--- src/rtl/blklock_pkg.sv ---
package blklock_pkg;

   typedef enum logic [3:0] {
      S_IDLE, S_SETUP, S_CMD, S_PRD, S_PEV,
      S_IDW, S_IDR, S_IDE, S_CLW, S_CLR, S_CLE,
      S_NEXT, S_END
   } seq_state_t;

   localparam logic [7:0] OP_SETUP  = 8'h60;
   localparam logic [7:0] OP_LOCK   = 8'h01;
   localparam logic [7:0] OP_UNLOCK = 8'hD0;
   localparam logic [7:0] OP_IDENT  = 8'h90;
   localparam logic [7:0] OP_CLRST  = 8'h70;

   localparam int FEAT_VERIFY = 5;
   localparam int STAT_READY  = 7;

   localparam int BANK_CMD_WORD = 'h55;
   localparam int LOCK_BIT_WORD = 2;

endpackage

--- src/rtl/blklock_lane.sv ---
module blklock_lane #(
   parameter int DATA_W     = 32,
   parameter int BUS_BYTES  = 2,
   parameter bit BIG_ENDIAN = 1'b0
) (
   input  logic [7:0]          op,
   input  logic [DATA_W-1:0]   rdata,
   output logic [DATA_W-1:0]   wdata,
   output logic [DATA_W/8-1:0] be,
   output logic [7:0]          rbyte
);
   localparam int LANES = DATA_W / 8;
   localparam int LANE  = BIG_ENDIAN ? BUS_BYTES - 1 : 0;

   for (genvar i = 0; i < LANES; i++) begin : g_lane
      if (i == LANE) begin : g_cmd
         assign wdata[8*i +: 8] = op;
      end else begin : g_zero
         assign wdata[8*i +: 8] = 8'h00;
      end
      assign be[i] = (i < BUS_BYTES);
   end

   assign rbyte = rdata[8*LANE +: 8];

endmodule

--- src/rtl/blklock_tmr.sv ---
module blklock_tmr #(
   parameter int     CW        = 8,
   parameter longint LONG_LIM  = 100,
   parameter longint SHORT_LIM = 10
) (
   input  logic clk,
   input  logic rst_n,
   input  logic clr,
   input  logic sel_short,
   output logic expired
);
   logic [CW-1:0] cnt;

   always_ff @(posedge clk or negedge rst_n) begin
      if (!rst_n)            cnt <= '0;
      else if (clr)          cnt <= '0;
      else if (cnt != '1)    cnt <= cnt + 1'b1;
   end

   assign expired = sel_short ? (cnt >= CW'(SHORT_LIM)) : (cnt >= CW'(LONG_LIM));

endmodule

--- src/rtl/blklock_seq.sv ---
module blklock_seq #(
   parameter int NUM_BLK    = 16,
   parameter int ADDR_W     = 16,
   parameter int DATA_W     = 32,
   parameter int BUS_BYTES  = 2,
   parameter bit BIG_ENDIAN = 1'b0,
   parameter int BLK_SHIFT  = 8,
   parameter int CLK_HZ     = 100_000_000,
   parameter int POLL_MS    = 1400,
   parameter int CLR_MS     = 10,
   parameter int MAX_RETRY  = 10,
   localparam int IDX_W     = $clog2(NUM_BLK),
   localparam int LANES     = DATA_W / 8
) (
   input  logic              clk,
   input  logic              rst_n,
   input  logic              req,
   input  logic              req_lock,
   input  logic [IDX_W-1:0]  blk_first,
   input  logic [IDX_W-1:0]  blk_last,
   input  logic [7:0]        feat,
   output logic [ADDR_W-1:0] bus_addr,
   output logic [DATA_W-1:0] bus_wdata,
   output logic [LANES-1:0]  bus_be,
   output logic              bus_wr,
   output logic              bus_rd,
   input  logic [DATA_W-1:0] bus_rdata,
   output logic              busy,
   output logic              done,
   output logic              err,
   output logic [NUM_BLK-1:0] prot
);
   import blklock_pkg::*;

   localparam longint POLL_CYC = (longint'(CLK_HZ) * POLL_MS) / 1000;
   localparam longint CLR_CYC  = (longint'(CLK_HZ) * CLR_MS) / 1000;
   localparam int     TCW      = $clog2(POLL_CYC + CLR_CYC + 2);
   localparam int     RTW      = $clog2(MAX_RETRY + 2);
   localparam logic [ADDR_W-1:0] BANK_CMD_ADR = ADDR_W'(BANK_CMD_WORD * BUS_BYTES);
   localparam logic [ADDR_W-1:0] LOCK_RD_OFS  = ADDR_W'(LOCK_BIT_WORD * BUS_BYTES);

   if (DATA_W % 8 != 0 || BUS_BYTES < 1 || BUS_BYTES > LANES) begin : g_bad_width
      $error("blklock_seq: BUS_BYTES must fit inside DATA_W byte lanes");
   end
   if (NUM_BLK < 2 || (1 << IDX_W) != NUM_BLK) begin : g_bad_blocks
      $error("blklock_seq: NUM_BLK must be a power of two of at least 2");
   end
   if (IDX_W + BLK_SHIFT > ADDR_W || BLK_SHIFT < 8) begin : g_bad_addr
      $error("blklock_seq: block address does not fit ADDR_W");
   end

   seq_state_t        st;
   logic [IDX_W-1:0]  cur, last_r;
   logic              lock_r, verify_r;
   logic [RTW-1:0]    retry;
   logic [7:0]        op, rbyte, stat_m;
   logic              tmr_clr, tmr_short, tmr_exp;
   logic [ADDR_W-1:0] blk_base;

   blklock_lane #(.DATA_W(DATA_W), .BUS_BYTES(BUS_BYTES), .BIG_ENDIAN(BIG_ENDIAN)) u_lane (
      .op(op), .rdata(bus_rdata), .wdata(bus_wdata), .be(bus_be), .rbyte(rbyte)
   );

   blklock_tmr #(.CW(TCW), .LONG_LIM(POLL_CYC), .SHORT_LIM(CLR_CYC)) u_tmr (
      .clk(clk), .rst_n(rst_n), .clr(tmr_clr), .sel_short(tmr_short), .expired(tmr_exp)
   );

   assign stat_m    = rbyte & 8'hFE;
   assign blk_base  = ADDR_W'(cur) << BLK_SHIFT;
   assign tmr_clr   = (st == S_CMD) || (st == S_CLW);
   assign tmr_short = (st == S_CLR) || (st == S_CLE);
   assign busy      = (st != S_IDLE);
   assign done      = (st == S_END);

   always_comb begin
      op       = 8'h00;
      bus_addr = blk_base;
      bus_wr   = 1'b0;
      bus_rd   = 1'b0;
      unique case (st)
         S_SETUP: begin op = OP_SETUP; bus_wr = 1'b1; end
         S_CMD:   begin op = lock_r ? OP_LOCK : OP_UNLOCK; bus_wr = 1'b1; end
         S_PRD:   bus_rd = 1'b1;
         S_IDW:   begin op = OP_IDENT; bus_addr = BANK_CMD_ADR; bus_wr = 1'b1; end
         S_IDR:   begin bus_addr = blk_base + LOCK_RD_OFS; bus_rd = 1'b1; end
         S_CLW:   begin op = OP_CLRST; bus_addr = BANK_CMD_ADR; bus_wr = 1'b1; end
         S_CLR:   begin bus_addr = BANK_CMD_ADR; bus_rd = 1'b1; end
         default: ;
      endcase
   end

   always_ff @(posedge clk or negedge rst_n) begin
      if (!rst_n) begin
         st       <= S_IDLE;
         cur      <= '0;
         last_r   <= '0;
         lock_r   <= 1'b0;
         verify_r <= 1'b0;
         retry    <= '0;
         err      <= 1'b0;
         prot     <= '0;
      end else begin
         unique case (st)
            S_IDLE: if (req) begin
               err      <= 1'b0;
               cur      <= blk_first;
               last_r   <= blk_last;
               lock_r   <= req_lock;
               verify_r <= feat[FEAT_VERIFY];
               retry    <= '0;
               st       <= (blk_first > blk_last) ? S_END : S_SETUP;
            end
            S_SETUP: st <= S_CMD;
            S_CMD: begin
               prot[cur] <= lock_r;
               st        <= verify_r ? S_IDW : S_PRD;
            end
            S_PRD: st <= S_PEV;
            S_PEV: begin
               if (stat_m[STAT_READY])  st <= S_NEXT;
               else if (tmr_exp) begin  err <= 1'b1; st <= S_END; end
               else                     st <= S_PRD;
            end
            S_IDW: st <= S_IDR;
            S_IDR: st <= S_IDE;
            S_IDE: st <= (rbyte[0] == lock_r) ? S_NEXT : S_CLW;
            S_CLW: st <= S_CLR;
            S_CLR: st <= S_CLE;
            S_CLE: begin
               if (stat_m[STAT_READY] || tmr_exp) begin
                  if (retry > RTW'(MAX_RETRY)) begin
                     err <= 1'b1;
                     st  <= S_END;
                  end else begin
                     retry <= retry + 1'b1;
                     st    <= S_SETUP;
                  end
               end else begin
                  st <= S_CLR;
               end
            end
            S_NEXT: begin
               if (cur == last_r) st <= S_END;
               else begin
                  cur <= cur + 1'b1;
                  st  <= S_SETUP;
               end
            end
            S_END:   st <= S_IDLE;
            default: st <= S_IDLE;
         endcase
      end
   end

endmodule

--- config.mk ---
export PLATFORM = sky130hd
export DESIGN_NAME = blklock_seq
export DESIGN_NICKNAME = d
export VERILOG_FILES = /design/src/rtl/blklock_pkg.sv /design/src/rtl/blklock_lane.sv /design/src/rtl/blklock_tmr.sv /design/src/rtl/blklock_seq.sv
export SDC_FILE = /design/constraint.sdc
export NUM_CORES = 1
export LEC_CHECK = 0
export CORE_AREA = 2 2 107 109
export DETAILED_ROUTE_END_ITERATION = 8
export DIE_AREA = 0 0 109 111
export GPL_TIMING_DRIVEN = 0
export PLACE_DENSITY = 0.74
export SLEW_MARGIN = 20
export SYNTH_ARGS = -nofsm -noshare
export SYNTH_HDL_FRONTEND = slang
export SYNTH_SLANG_ARGS = --single-unit
--- constraint.sdc ---
create_clock -name clk -period 2.1 [get_ports clk]
set_input_delay 0.42 -clock clk [delete_from_list [all_inputs] [get_ports clk]]
set_output_delay 0.42 -clock clk [all_outputs]
set_load 0.02 [all_outputs]
## After elaboration in Yosys (flattened, before gate mapping)

Cells that the tools add are included.

| cells by class | value |
|---|---|
| add/subtract/negate cells | 4 |
| $lt $le $gt $ge | 6 |
| eq/ne operators | 22 |
| mux-type cells | 34 |
| reductions and logical operators | 17 |

Operators with widths:

| operator | number |
|---|---|
| 2-to-1 mux 28 bit | 2 |
| 2-to-1 mux 4 bit | 12 |
| case mux 4 bit (12 select lines) | 1 |
| case mux 8 bit (4 select lines) | 1 |
| adder 28 x 1 -> 28 bit (second input constant) | 1 |
| >= comparator 28 x 20 -> 1 bit (second input constant) | 1 |
| >= comparator 28 bit (second input constant) | 1 |
| != test 28 bit (second input constant) | 1 |
| case mux 13 bit (2 select lines) | 1 |
| equality test 4 bit (second input constant) | 5 |
| bitwise mux 16 bit | 1 |
| equality test 4 x 3 -> 1 bit (second input constant) | 4 |
| case mux 4 bit (2 select lines) | 2 |
| adder 12 x 3 -> 13 bit (second input constant) | 1 |
| != test 2 bit (second input constant) | 5 |
| 2-to-1 mux 1 bit | 9 |
| adder 4 x 1 -> 4 bit (second input constant) | 2 |
| equality test 4 x 2 -> 1 bit (second input constant) | 2 |
| 2-to-1 mux 8 bit | 1 |
| AND reduction 6 bit | 1 |
| nonzero test 2 bit | 3 |
| OR reduction 3 bit | 2 |
| less-than comparator 4 x 5 -> 1 bit (second input constant) | 1 |
| demux 1 bit (select 4 bit) | 1 |
| other kinds (19) | 22 |

| word-level totals | value |
|---|---|
| register bits after elaboration | 63 |
| output and inout bits | 73 |
| logic and storage cells | 92 |

## Logic depth before layout (Yosys ltp)

| depth | value |
|---|---|
| depth after elaboration | 6 |
| mapped depth | 8 |
| depth with buffers taken out | 7 |

## Hierarchy

A second synthesis with hierarchy kept.

| second synthesis, totals | value |
|---|---|
| cell total of the unflattened synthesis | 489 |
| area total of the unflattened synthesis | 4406.7 µm² |

By module, submodules not included:

| module | times used | cells each | area each (µm²) | sequential area each (µm²) |
|---|---|---|---|---|
| blklock_seq | 1 | 247 | 2280.9 | 875.8 |
| blklock_tmr | 1 | 196 | 1788.0 | 700.7 |
| blklock_lane | 1 | 46 | 337.8 | 0.0 |

## Worst setup path before layout

Ideal clock, no wire load.

| timing | value |
|---|---|
| kind | register to output |
| start | register st[0] |
| end | output bus_wdata[6] |
| arrival time | 1.857 ns |
| required time | 1.680 ns |
| slack | -0.177 ns |
| cell stages (with the launch flop) | 6 |
| path buffers | 2 |
| cell sequence | dfrtp_1 -> clkbuf_1 -> clkbuf_1 -> xnor2_1 -> nor3_1 -> o21bai_1 |

| on the way | value |
|---|---|
| word-level cells in the longest chain between the ends | 2 |

Ends and longest elaborated chain:

| item | line | text |
|---|---|---|
| start, declared | blklock_seq.sv:52 | `seq_state_t st;` |
| start signal, assigned | blklock_seq.sv:111 | `st <= (blk_first > blk_last) ? S_END : S_SETUP;` |
| start signal, assigned | blklock_seq.sv:116 | `st <= verify_r ? S_IDW : S_PRD;` |
| start signal, assigned | blklock_seq.sv:126 | `S_IDE: st <= (rbyte[0] == lock_r) ? S_NEXT : S_CLW;` |
| equality test 4 bit (tied with other cells) | blklock_seq.sv:80 | `unique case (st)` |
| case mux 8 bit (4 select lines) * | blklock_seq.sv:80 |  |
| end, declared | blklock_seq.sv:23 | `output logic [DATA_W-1:0] bus_wdata,` |

Mark *: on every way between the ends. The rest lies on a longest branch, timed or not.

## Worst setup path after layout

| timing | value |
|---|---|
| start | register st[3] |
| end | output bus_wdata[6] |

Same word-level chain as after synthesis.

==> flow_metrics.env <==
export IMPL_syn_area_per_cell_sq_um=8.688
export IMPL_diodes=0
export IMPL_synth_top_area_share_pct=37.80
export IMPL_grt_max_degree=35
export IMPL_rr_endpoint="u_tmr.cnt[19]"
export IMPL_drive_gt1_share_pct=36.52
export IMPL_setup_violations_final=8
export IMPL_p_total_w=0.007081
export IMPL_violations="negative setup slack"
export IMPL_crit_required_ns=1.68
export IMPL_critical_path_class="register to primary output"
export IMPL_seqPwrFrac_pct=25.9
export IMPL_numCtsBuffers=9
export IMPL_rrSetupSlack_ns=-0.04
export IMPL_grt_first_pass_wirelength_mm=18.34
export IMPL_p_leak_nw=2.707
export IMPL_p_int_w=0.004222
export IMPL_gp_congestion=0.9162
export IMPL_routed_wl_mm=12.36
export IMPL_cts_tree="yes"
export IMPL_timing_hold_violations_final=0
export IMPL_clkPwrFrac_pct=22.5
export IMPL_ys_warn_count=0
export IMPL_pwr_density_cell_nw_per_um2=1160
export IMPL_drv_slew=0
export IMPL_crit_arrival_ns=1.72
export IMPL_dieArea_sq_um=12100
export IMPL_p_sw_w=0.002859
export IMPL_post_dp_cell_area_sq_um=5000
export IMPL_cts_clk_slew_worst_paths_ns=0.05
export IMPL_die_w_um=109
export IMPL_synth_async_sr_flop_share_pct=100.0
export IMPL_r2r_start="u_tmr.cnt[0]"
export IMPL_grt_util_all_layers_pct=18.81
export IMPL_synth_edff_count=0
export IMPL_io_buffers=49
export IMPL_rsz0062_at_grt="true"
export IMPL_start_util_pct=37.65
export IMPL_seq_area_frac_synth_pct=37.80
export IMPL_clock_sinks=63
export IMPL_vias=4115
export IMPL_start_kind="register"
export IMPL_root_buffer="clkbuf_16"
export IMPL_rows=39
export IMPL_htree_levels=3
export IMPL_setup_slack_ns=-0.04372
export IMPL_synth_seq_cells=63
export IMPL_cts_buffer_depth=2
export IMPL_fin_cells=770
export IMPL_dr_pass1_iters=5
export IMPL_grt_antenna_before_repair=0
export IMPL_overflow=0
export IMPL_max_slew_margin_pct=53.15
export IMPL_status="complete, but fails checks"
export IMPL_ff2ff_path_depth=9
export IMPL_clk_latency_ns=0.33
export IMPL_hpwl_mm=7.920
export IMPL_path_max_fanout=6
export IMPL_post_place_ws_ns=-0.5408
export IMPL_grt_pass1_vias=3789
export IMPL_layout_commonest_cell="buf_4"
export IMPL_synth_top_cell_by_area="dfrtp_1"
export IMPL_fp_dieH_um=111
export IMPL_place_inst=709
export IMPL_antenna_left=0
export IMPL_wl_per_cell_um=16.05
export IMPL_cts_hold_buffers=0
export IMPL_fillers=947
export IMPL_hold_slack_ns=0.02253
export IMPL_syn_inst=480
export IMPL_synth_cell_types=52
export IMPL_ir_worst_vdd_uv=823.3
export IMPL_core_area_sq_um=11080
export IMPL_drtIter0Drc=161
export IMPL_layout_common_cells="buf_4 (99), dfrtp_1 (52), nand2_1 (49), conb_1 (38), clkdlybuf4s50_1 (30)"
export IMPL_pwr_share_comb_pct=51.5
export IMPL_drv_cap=0
export IMPL_drc=0
export IMPL_synthToLayoutAreaGrowth_pct=46.41
export IMPL_tightest_slew_ns=0.7012
export IMPL_layout_min_cycle_time_ns=2.144
export IMPL_ios=125
export IMPL_synthFlopType="dfrtp_1"
export IMPL_synth_area_top_cells="dfrtp_1 (38%), buf_4 (7.6%), nand2_1 (4.7%)"
export IMPL_end_kind="primary output"
export IMPL_fin_crit_sh_pct=102.1
export IMPL_min_path_type="input port to asynchronous set/reset pin"
export IMPL_netSwitchingFraction_pct=40.38
export IMPL_nets=687
export IMPL_timing_fmax_mhz=466.5
export IMPL_finish_instance_area_sq_um=6106
export IMPL_synthesis_area_sq_um=4170
export IMPL_skew_ns=0.006692
export IMPL_vias_per_cell=5.344
-- timing repair --
item | in CTS | in global routing
resized for setup | 119 | 88
setup buffers | 22 | 26
setup endpoints to repair | 64 | 54
gates cloned | 0 | 2
pin swaps | 8 | 35
-- worst max-delay path by stage --
stage,start,to,slack [ns]
6_report,st[3],bus_wdata[6],-0.04
5_1_grt,u_tmr.cnt[0],u_tmr.cnt[19],-0.09
4_1_cts,st[2],bus_wr,-0.11
3_5_place_dp,st[0],bus_wdata[6],-0.54
3_3_place_gp,rst_n,u_tmr.cnt[10],-1.43
2_1_floorplan,st[0],bus_wdata[6],0.03
-- critical path, cell delays in order, from the launching register on --
cell and delay, ns:
dfrtp_2 0.46, buf_8 0.16, or3_4 0.41, o21bai_1 0.19
buf_4 0.17
-- state kept, by name, summed over array words and instances (netlist names) --
| register | cells |
|---|---|
| last_r | 4 |
| st | 4 |
| err | 1 |
| retry | 4 |
| u_tmr.cnt | 28 |
| lock_r | 1 |
| cur | 4 |
| prot | 16 |
| verify_r | 1 |
-- cell families after synthesis --
| family | share of synthesized area [%] |
|---|---|
| simple gates | 24.63 |
| compound gates | 14.82 |
| buf+inv | 11.13 |
| flops | 37.80 |
| mux | 5.521 |
| fa+ha+maj | 3.600 |
| xor+xnor | 2.310 |
| other cells | 0.1801 |
-- synth_stat cells (all sizes together), types with 2 or more instances --
| cell type | n |
|---|---|
| a2111oi | 3 |
| o32ai | 2 |
| or3 | 12 |
| clkbuf | 17 |
| and4 | 4 |
| a211oi | 2 |
| nand3 | 22 |
| o21ai | 23 |
| o211ai | 6 |
| mux2 | 16 |
| inv | 18 |
| buf | 46 |
| nand2b | 8 |
| and2 | 12 |
| nand3b | 2 |
| nor4 | 4 |
| or4 | 13 |
| nand4 | 10 |
| ha | 12 |
| nor3b | 3 |
| conb | 2 |
| a31oi | 2 |
| nand2 | 52 |
| o41ai | 2 |
| nor2 | 18 |
| o31ai | 9 |
| xnor2 | 10 |
| a41oi | 2 |
| dfrtp | 63 |
| mux2i | 5 |
| nor3 | 19 |
| a311oi | 2 |
| nor2b | 8 |
| and3 | 5 |
| a21oi | 34 |
-- cell type report --
| type | count | area, sq um | area share (%) |
|---|---|---|---|
| multi-input cells | 372 | 2624 | 42.97 |
| flip-flops and latches | 63 | 1590 | 26.05 |
| repair buffers | 100 | 879.6 | 14.41 |
| plain buffers | 59 | 452.9 | 7.418 |
| clock buffers | 11 | 242.7 | 3.975 |
| well taps | 143 | 178.9 | 2.930 |
| clock inverters | 4 | 70.07 | 1.148 |
| inverters | 18 | 67.56 | 1.107 |
-- power by group through the flow --
stage | Clock (W) | Sequential [W] | Combinational [W]
after floorplan | 0 | 0.00189 | 0.00173
after CTS | 0.00161 | 0.00183 | 0.00304
after global placement | 0 | 0.00179 | 0.00286
final | 0.00159 | 0.00184 | 0.00365
after detailed placement | 0 | 0.00181 | 0.00292
after global routing | 0.00167 | 0.00187 | 0.00391
-- routing by layer --
metal	share of wire (%)	global-route usage (%)	wire, um	vias to the layer above
met4	2.9	7.778	353	0
li1	-	-	-	1935
met1	40	23.47	4942	1940
met2	49	31.35	6104	201
met5	0	0	0	-
met3	7.7	3.762	954	39
-- per-stage QoR --
stage	TNS [ns]	util (%)
after floorplan	0	-
after global placement	-105.60	44.98
after detailed placement	-17.95	45.14
after CTS	-0.3929	50.38
after global routing	-1.616	55.12
final	-0.1352	55.12
(Power assumes the default switching activity.)
